==> src/rtl/seqadd_pkg.sv <==
package seqadd_pkg;

    typedef enum logic [2:0] {
        ST_IDLE    = 3'd0,
        ST_COLLECT = 3'd1,
        ST_LATCH   = 3'd2,
        ST_SUM     = 3'd3,
        ST_SHIFT   = 3'd4,
        ST_DONE    = 3'd5
    } seq_state_t;

    typedef struct packed {
        logic collect;
        logic latch_b;
        logic load_c;
        logic shift_c;
        logic fin;
    } seq_strobe_t;

    localparam seq_strobe_t STROBE_NONE = '{default: 1'b0};

    function automatic logic [31:0] wrap_add(input logic [31:0] x,
                                             input logic [31:0] y,
                                             input int unsigned w);
        logic [31:0] mask;
        mask = (w >= 32) ? 32'hFFFF_FFFF : ((32'd1 << w) - 32'd1);
        return (x + y) & mask;
    endfunction

endpackage

==> src/rtl/seqadd_ctrl.sv <==
module seqadd_ctrl
    import seqadd_pkg::*;
#(
    parameter int WIDTH = 4
) (
    input  logic        clk,
    input  logic        rst,
    input  logic        start,
    output seq_strobe_t strobe
);
    localparam int CW = $clog2(WIDTH + 1);
    localparam logic [CW-1:0] LAST = CW'(WIDTH - 1);

    seq_state_t state_q, state_d;
    logic [CW-1:0] step_q, step_d;

    always_ff @(posedge clk or posedge rst) begin
        if (rst) begin
            state_q <= ST_IDLE;
            step_q  <= '0;
        end else begin
            state_q <= state_d;
            step_q  <= step_d;
        end
    end

    always_comb begin
        state_d = state_q;
        step_d  = step_q;
        strobe  = STROBE_NONE;
        unique case (state_q)
            ST_IDLE: begin
                step_d = '0;
                if (start) state_d = ST_COLLECT;
            end
            ST_COLLECT: begin
                strobe.collect = 1'b1;
                if (step_q == LAST) begin
                    step_d  = '0;
                    state_d = ST_LATCH;
                end else begin
                    step_d = step_q + 1'b1;
                end
            end
            ST_LATCH: begin
                strobe.latch_b = 1'b1;
                state_d        = ST_SUM;
            end
            ST_SUM: begin
                strobe.load_c = 1'b1;
                state_d       = ST_SHIFT;
            end
            ST_SHIFT: begin
                strobe.shift_c = 1'b1;
                if (step_q == LAST) begin
                    step_d  = '0;
                    state_d = ST_DONE;
                end else begin
                    step_d = step_q + 1'b1;
                end
            end
            ST_DONE: begin
                strobe.fin = 1'b1;
                state_d    = ST_IDLE;
            end
            default: begin
                state_d = ST_IDLE;
                step_d  = '0;
            end
        endcase
    end

    AST_ONE_PHASE: assert property (@(posedge clk) disable iff (rst)
        $onehot0({strobe.collect, strobe.latch_b, strobe.load_c, strobe.shift_c, strobe.fin}));
    AST_DONE_PULSE: assert property (@(posedge clk) disable iff (rst)
        strobe.fin |=> !strobe.fin);
    AST_LATCH_AFTER_COLLECT: assert property (@(posedge clk) disable iff (rst)
        strobe.latch_b |=> strobe.load_c);
    AST_BUSY_IGNORES_START: assert property (@(posedge clk) disable iff (rst)
        (strobe.collect && step_q != LAST) |=> strobe.collect);

endmodule

==> src/rtl/seqadd_sipo.sv <==
module seqadd_sipo #(
    parameter int WIDTH = 4
) (
    input  logic             clk,
    input  logic             rst,
    input  logic             en,
    input  logic             din,
    output logic [WIDTH-1:0] word
);
    always_ff @(posedge clk or posedge rst) begin
        if (rst)     word <= '0;
        else if (en) word <= {din, word[WIDTH-1:1]};
    end

    AST_SIPO_HOLD: assert property (@(posedge clk) disable iff (rst)
        !en |=> $stable(word));
    AST_SIPO_MSB_ENTRY: assert property (@(posedge clk) disable iff (rst)
        en |=> word[WIDTH-1] == $past(din));

endmodule

==> src/rtl/seqadd_breg.sv <==
module seqadd_breg #(
    parameter int WIDTH = 4
) (
    input  logic             clk,
    input  logic             rst,
    input  logic             load,
    input  logic [WIDTH-1:0] d,
    output logic [WIDTH-1:0] q
);
    always_ff @(posedge clk or posedge rst) begin
        if (rst)       q <= '0;
        else if (load) q <= d;
    end

    AST_B_ONLY_ON_LATCH: assert property (@(posedge clk) disable iff (rst)
        !load |=> $stable(q));

endmodule

==> src/rtl/seqadd_piso.sv <==
module seqadd_piso #(
    parameter int WIDTH = 4
) (
    input  logic             clk,
    input  logic             rst,
    input  logic             load,
    input  logic             shift,
    input  logic [WIDTH-1:0] d,
    output logic             sout
);
    logic [WIDTH-1:0] q;

    always_ff @(posedge clk or posedge rst) begin
        if (rst)        q <= '0;
        else if (load)  q <= d;
        else if (shift) q <= {1'b0, q[WIDTH-1:1]};
    end

    assign sout = q[0];

    AST_LOAD_SUM: assert property (@(posedge clk) disable iff (rst)
        load |=> q == $past(d));
    AST_SHIFT_RIGHT: assert property (@(posedge clk) disable iff (rst)
        (shift && !load) |=> q == ($past(q) >> 1));
    AST_IDLE_HOLD: assert property (@(posedge clk) disable iff (rst)
        (!shift && !load) |=> $stable(sout));

endmodule

==> src/rtl/seqadd_serial.sv <==
module seqadd_serial
    import seqadd_pkg::*;
#(
    parameter int WIDTH = 4
) (
    input  logic             clk,
    input  logic             rst,
    input  logic             start,
    input  logic             a_ser,
    input  logic [WIDTH-1:0] b_in,
    output logic             c_ser,
    output logic             done
);
    seq_strobe_t      strobe;
    logic [WIDTH-1:0] a_word;
    logic [WIDTH-1:0] b_word;
    logic [WIDTH-1:0] sum_word;

    seqadd_ctrl #(.WIDTH(WIDTH)) u_ctrl (
        .clk    (clk),
        .rst    (rst),
        .start  (start),
        .strobe (strobe)
    );

    seqadd_sipo #(.WIDTH(WIDTH)) u_sipo (
        .clk  (clk),
        .rst  (rst),
        .en   (strobe.collect),
        .din  (a_ser),
        .word (a_word)
    );

    seqadd_breg #(.WIDTH(WIDTH)) u_breg (
        .clk  (clk),
        .rst  (rst),
        .load (strobe.latch_b),
        .d    (b_in),
        .q    (b_word)
    );

    assign sum_word = WIDTH'(wrap_add(32'(a_word), 32'(b_word), WIDTH));

    seqadd_piso #(.WIDTH(WIDTH)) u_piso (
        .clk   (clk),
        .rst   (rst),
        .load  (strobe.load_c),
        .shift (strobe.shift_c),
        .d     (sum_word),
        .sout  (c_ser)
    );

    assign done = strobe.fin;

    AST_RESET_QUIET: assert property (@(posedge clk)
        rst |-> (!done && !c_ser));

endmodule

==> config.mk <==
export PLATFORM = sky130hd
export DESIGN_NAME = seqadd_serial
export DESIGN_NICKNAME = d
export VERILOG_FILES = /design/src/rtl/seqadd_pkg.sv /design/src/rtl/seqadd_ctrl.sv /design/src/rtl/seqadd_sipo.sv /design/src/rtl/seqadd_breg.sv /design/src/rtl/seqadd_piso.sv /design/src/rtl/seqadd_serial.sv
export SDC_FILE = /design/constraint.sdc
export NUM_CORES = 1
export LEC_CHECK = 0
export ABC_CLOCK_PERIOD_IN_PS = 1900
export BUFFER_PORTS_ARGS = -buffer_cell sky130_fd_sc_hd__buf_2
export CAP_MARGIN = 5
export CORE_MARGIN = 4
export CORE_UTILIZATION = 56
export DETAILED_ROUTE_END_ITERATION = 8
export HOLD_SLACK_MARGIN = 0.05
export PLACE_DENSITY = 0.76
export SLEW_MARGIN = 30
export SYNTH_ARGS = -nofsm -noshare
export SYNTH_HDL_FRONTEND = slang
export SYNTH_HIERARCHICAL = 1
export SYNTH_SLANG_ARGS = --single-unit
==> constraint.sdc <==
create_clock -name clk -period 1.9 [get_ports clk]
set_input_delay 0.095 -clock clk [delete_from_list [all_inputs] [get_ports clk]]
set_output_delay 0.095 -clock clk [all_outputs]
set_load 0.01 [all_outputs]
==> metrics.txt <==
# TYPE chip_impl_metric gauge
chip_impl_metric{name="fp.dieW",unit="um"} 49.45
chip_impl_info{name="worstSetupEndpoint",value="u_sipo/word[0]"} 1
chip_impl_metric{name="floorplan.initialDensity",unit="%"} 61.72
chip_impl_metric{name="io_pins",unit=""} 10
chip_impl_metric{name="post-cts-setup-buffer-count",unit=""} 0
chip_impl_info{name="timing.critical_path.cells",value="inv_1 -> nor3_1 -> mux2_2"} 1
chip_impl_metric{name="ys_warn_count",unit=""} 6
chip_impl_metric{name="crit_required",unit="ns"} 2.08
chip_impl_metric{name="global_route_wire_length_before_repair",unit="mm"} 3.208
chip_impl_metric{name="drc_errors",unit=""} 0
chip_impl_metric{name="final-instance-count-excl-fill",unit=""} 121
chip_impl_metric{name="finalPower",unit="mW"} 1.818
chip_impl_metric{name="gr_usage_total",unit="%"} 17.42
chip_impl_info{name="synth_ff_type",value="sky130_fd_sc_hd__dfrtp_1"} 1
chip_impl_metric{name="syn-mean-instance-area",unit="um2"} 10.93
chip_impl_metric{name="r2r_cells",unit=""} 3
chip_impl_metric{name="detailed_place_hpwl",unit="mm"} 1.293
chip_impl_metric{name="timing.reg2reg.setup_slack",unit="ns"} 0.27
chip_impl_metric{name="synth_mux_area_share",unit="%"} 13.52
chip_impl_metric{name="detailroute.via_count",unit=""} 688
chip_impl_info{name="cts_root_buffer",value="sky130_fd_sc_hd__clkbuf_4"} 1
chip_impl_metric{name="dpl.cell_count",unit=""} 111
chip_impl_info{name="timing.rr.end",value="u_sipo/word[0]"} 1
chip_impl_metric{name="drt-total-wl",unit="mm"} 1.818
chip_impl_metric{name="postSynthRegisterBits",unit=""} 18
chip_impl_metric{name="area_growth_syn_to_layout",unit="%"} 15.08
chip_impl_info{name="critical_path.slowest_cell",value="sky130_fd_sc_hd__dfrtp_1"} 1
chip_impl_metric{name="area.sequential",unit="um2"} 450.4
chip_impl_info{name="layout.cells.most_common",value="sky130_fd_sc_hd__dfrtp_1"} 1
chip_impl_metric{name="ir_drop",unit="uV"} 955.9
chip_impl_metric{name="syn-instance-count",unit=""} 88
chip_impl_metric{name="postSynthNetCount",unit=""} 101
chip_impl_metric{name="fp.dieArea",unit="um2"} 2445
chip_impl_metric{name="pin_slew_with_the_least_headroom_to_its_limit",unit="ns"} 0.5773
chip_impl_metric{name="clk-insertion-delay-late",unit="ns"} 0.29
chip_impl_metric{name="floorplan.die.height",unit="um"} 49.45
chip_impl_metric{name="grt_antenna_before_repair",unit=""} 0
chip_impl_metric{name="cell_area_after_synthesis",unit="um2"} 962.2
chip_impl_metric{name="synth-compound-area-share",unit="%"} 10.79
chip_impl_metric{name="timing.fmax",unit="MHz"} 614.7
chip_impl_metric{name="global_route.overflow_total",unit=""} 0
chip_impl_metric{name="clk_pin_slew",unit="ns"} 0.10
chip_impl_metric{name="detailedRoute.firstIterationViolations",unit=""} 19
chip_impl_info{name="criticalPathCategory",value="flop to flop"} 1
chip_impl_info{name="worst_setup_path_end_kind",value="flop"} 1
chip_impl_metric{name="core_region_area",unit="um2"} 1559
chip_impl_metric{name="synth-edff-count",unit=""} 0
chip_impl_metric{name="cts_num_sinks",unit=""} 18
chip_impl_info{name="r2r_start",value="u_ctrl/state_q[0]"} 1
chip_impl_metric{name="power.density",unit="nW/um2"} 1642
chip_impl_metric{name="dr.pass1.iters",unit=""} 4
chip_impl_metric{name="hold_violations",unit=""} 0
chip_impl_metric{name="finalWeightedCongestion",unit=""} 0.8251
chip_impl_metric{name="clockBufferDepth",unit=""} 2
chip_impl_info{name="layout_common_cells",value="18 x sky130_fd_sc_hd__dfrtp_1, 9 x sky130_fd_sc_hd__buf_2, 8 x sky130_fd_sc_hd__mux2_2"} 1
chip_impl_info{name="timing.hold.worst.class",value="primary input to flop"} 1
chip_impl_metric{name="maxSlewViolCount",unit=""} 0
chip_impl_metric{name="ys_seq_area_share",unit="%"} 46.81
chip_impl_metric{name="arrival",unit="ns"} 1.81
chip_impl_metric{name="std_cell_rows",unit=""} 14
chip_impl_metric{name="n_antenna_cell",unit=""} 0
chip_impl_metric{name="area_fraction_in_and_or_nand_and_nor_cells_after_synthesis",unit="%"} 14.43
chip_impl_metric{name="cp_slowest_stage_delay",unit="ns"} 0.50
chip_impl_metric{name="final_period_minus_worst_setup_slack",unit="ns"} 1.627
chip_impl_metric{name="whs",unit="ns"} 0.1022
chip_impl_metric{name="synthXorXnorAreaFrac",unit="%"} 2.731
chip_impl_metric{name="final_clock_period_utilization_by_the_worst_path",unit="%"} 85.62
chip_impl_info{name="synth_top_family_by_area",value="simple AND/OR/NAND/NOR gates"} 1
chip_impl_metric{name="grt_pass1_vias",unit=""} 716
chip_impl_metric{name="endpoints_failing_setup",unit=""} 0
chip_impl_info{name="setup_repair_after_global_routing_missed_its_margin",value="false"} 1
chip_impl_metric{name="yosysUniqueCellTypes",unit=""} 30
chip_impl_metric{name="port_buffers",unit=""} 9
chip_impl_metric{name="cp_max_fo",unit=""} 8
chip_impl_metric{name="finish.utilization",unit="%"} 71.03
chip_impl_info{name="cts_tree",value="built"} 1
chip_impl_metric{name="drtAntennaViolNets",unit=""} 0
chip_impl_metric{name="p_leak",unit="nW"} 0.5187
chip_impl_metric{name="synthArstFlopShare",unit="%"} 100.0
chip_impl_metric{name="nFillCells",unit=""} 113
chip_impl_metric{name="drt-wirelength-per-cell",unit="um"} 15.02
chip_impl_info{name="critical_path_launch_point_type",value="flop"} 1
chip_impl_metric{name="clock_tree_skew_after_final_layout",unit="ns"} 0.003618
chip_impl_metric{name="max-slew-margin-rel",unit="%"} 61.22
chip_impl_metric{name="synth_fa_ha_area_share",unit="%"} 7.282
chip_impl_metric{name="post_route_cells_drive_above_1_share",unit="%"} 22.86
chip_impl_metric{name="multi_input_comb_area",unit="um2"} 469.2
chip_impl_metric{name="final_nets",unit=""} 119
chip_impl_metric{name="fin_setup_tns",unit="ns"} 0
chip_impl_metric{name="largest_net_degree_at_the_start_of_global_routing",unit=""} 14
chip_impl_metric{name="numCtsBuffers",unit=""} 3
chip_impl_metric{name="avgViaCountPerCell",unit=""} 5.686
chip_impl_metric{name="number_of_levels_the_h_tree_was_split_into",unit=""} 1
chip_impl_info{name="setup.worst_path.start",value="u_ctrl/state_q[0]"} 1
chip_impl_metric{name="max-cap-violations",unit=""} 0
chip_impl_info{name="status",value="complete, no violations"} 1
## critical path, delay by kind of cell, from the launching register on
family,cells,cell delay (ns)
buffers and inverters,1,0.14
flip-flops,1,0.50
multiplexers,1,0.41
AND/OR/NAND/NOR,1,0.47
## report_power, final
| part | total (mW) | internal, mW | switching (mW) |
|---|---|---|---|
| sequential | 0.743 | 0.555 | 0.187 |
| combinational | 0.846 | 0.453 | 0.394 |
| clock | 0.229 | 0.117 | 0.113 |
| total | 1.82 | 1.12 | 0.694 |
## synthesized netlist by cell type, types with 2 or more instances
| cell type | n | area [um2] |
|---|---|---|
| sky130_fd_sc_hd__ha_1 | 4 | 50.05 |
| sky130_fd_sc_hd__nor3_1 | 2 | 10.01 |
| sky130_fd_sc_hd__a21oi_1 | 3 | 15.01 |
| sky130_fd_sc_hd__mux2_2 | 8 | 90.09 |
| sky130_fd_sc_hd__nand2b_1 | 3 | 18.77 |
| sky130_fd_sc_hd__nor2b_1 | 2 | 12.51 |
| sky130_fd_sc_hd__nor2_1 | 6 | 22.52 |
| sky130_fd_sc_hd__a32oi_1 | 2 | 17.52 |
| sky130_fd_sc_hd__inv_1 | 5 | 18.77 |
| sky130_fd_sc_hd__xor2_1 | 2 | 17.52 |
| sky130_fd_sc_hd__mux2i_1 | 4 | 40.04 |
| sky130_fd_sc_hd__nand2_1 | 5 | 18.77 |
| sky130_fd_sc_hd__o21ai_0 | 4 | 20.02 |
| sky130_fd_sc_hd__and2_1 | 2 | 12.51 |
| sky130_fd_sc_hd__dfrtp_1 | 18 | 450.4 |
| sky130_fd_sc_hd__o21ai_1 | 4 | 20.02 |
## layout make-up
| type | count | share of cell area, % |
|---|---|---|
| Multi-Input combinational cell | 62 | 42.37 |
| Clock buffer | 4 | 3.277 |
| Tap cell | 16 | 1.808 |
| Timing Repair Buffer | 16 | 10.17 |
| Inverter | 5 | 1.695 |
| Sequential cell | 18 | 40.68 |
## stage by stage
| stage | instance area, um2 | setup slack, ns |
|---|---|---|
| floorplan | 962.2 | 0.4787 |
| global placement | 1011 | 0.3808 |
| detailed placement | 1011 | 0.3106 |
| CTS | 1107 | 0.2949 |
| global route | 1107 | 0.1910 |
| finish | 1107 | 0.2731 |
## routing by layer
| metal | global-route usage, % | share of wire, % |
|---|---|---|
| met2 | 28.13 | 48 |
| met5 | 0 | 0 |
| met3 | 4.217 | 5.3 |
| met1 | 23.02 | 47 |
| met4 | 5.530 | 0 |
## worst min path at each step
stage	startpoint	end	slack [ns]	cells past startpoint
final	start	u_ctrl/state_q[0]	0.10	3
after CTS	start	u_ctrl/state_q[0]	0.09	3
after global placement	rst	u_breg/q[3]	0.02	2
after global routing	start	u_ctrl/state_q[0]	0.07	3
after detailed placement	rst	u_breg/q[3]	0.02	2
after floorplan	rst	u_breg/q[0]	-0.14	1
## cells by family (layout without fill, tap and decap cells)
group / after synthesis / count (layout)
mux: 12 / 12
buf+inv: 8 / 25
compound gates: 17 / 17
flops: 18 / 18
fa+ha+maj: 5 / 5
xor+xnor: 3 / 3
simple gates: 25 / 25
## timing repair
action,in CTS,in global routing
hold buffers,6,0
endpoints found under the hold margin,23,0
resized for setup,0,0
## registers in the layout, indices dropped and copies added, names as in the netlist
signal / cells
u_breg/q: 4
u_ctrl/state_q: 3
u_ctrl/step_q: 3
u_piso/q: 4
u_sipo/word: 4
No activity file was read; power rests on OpenSTA's default activity.
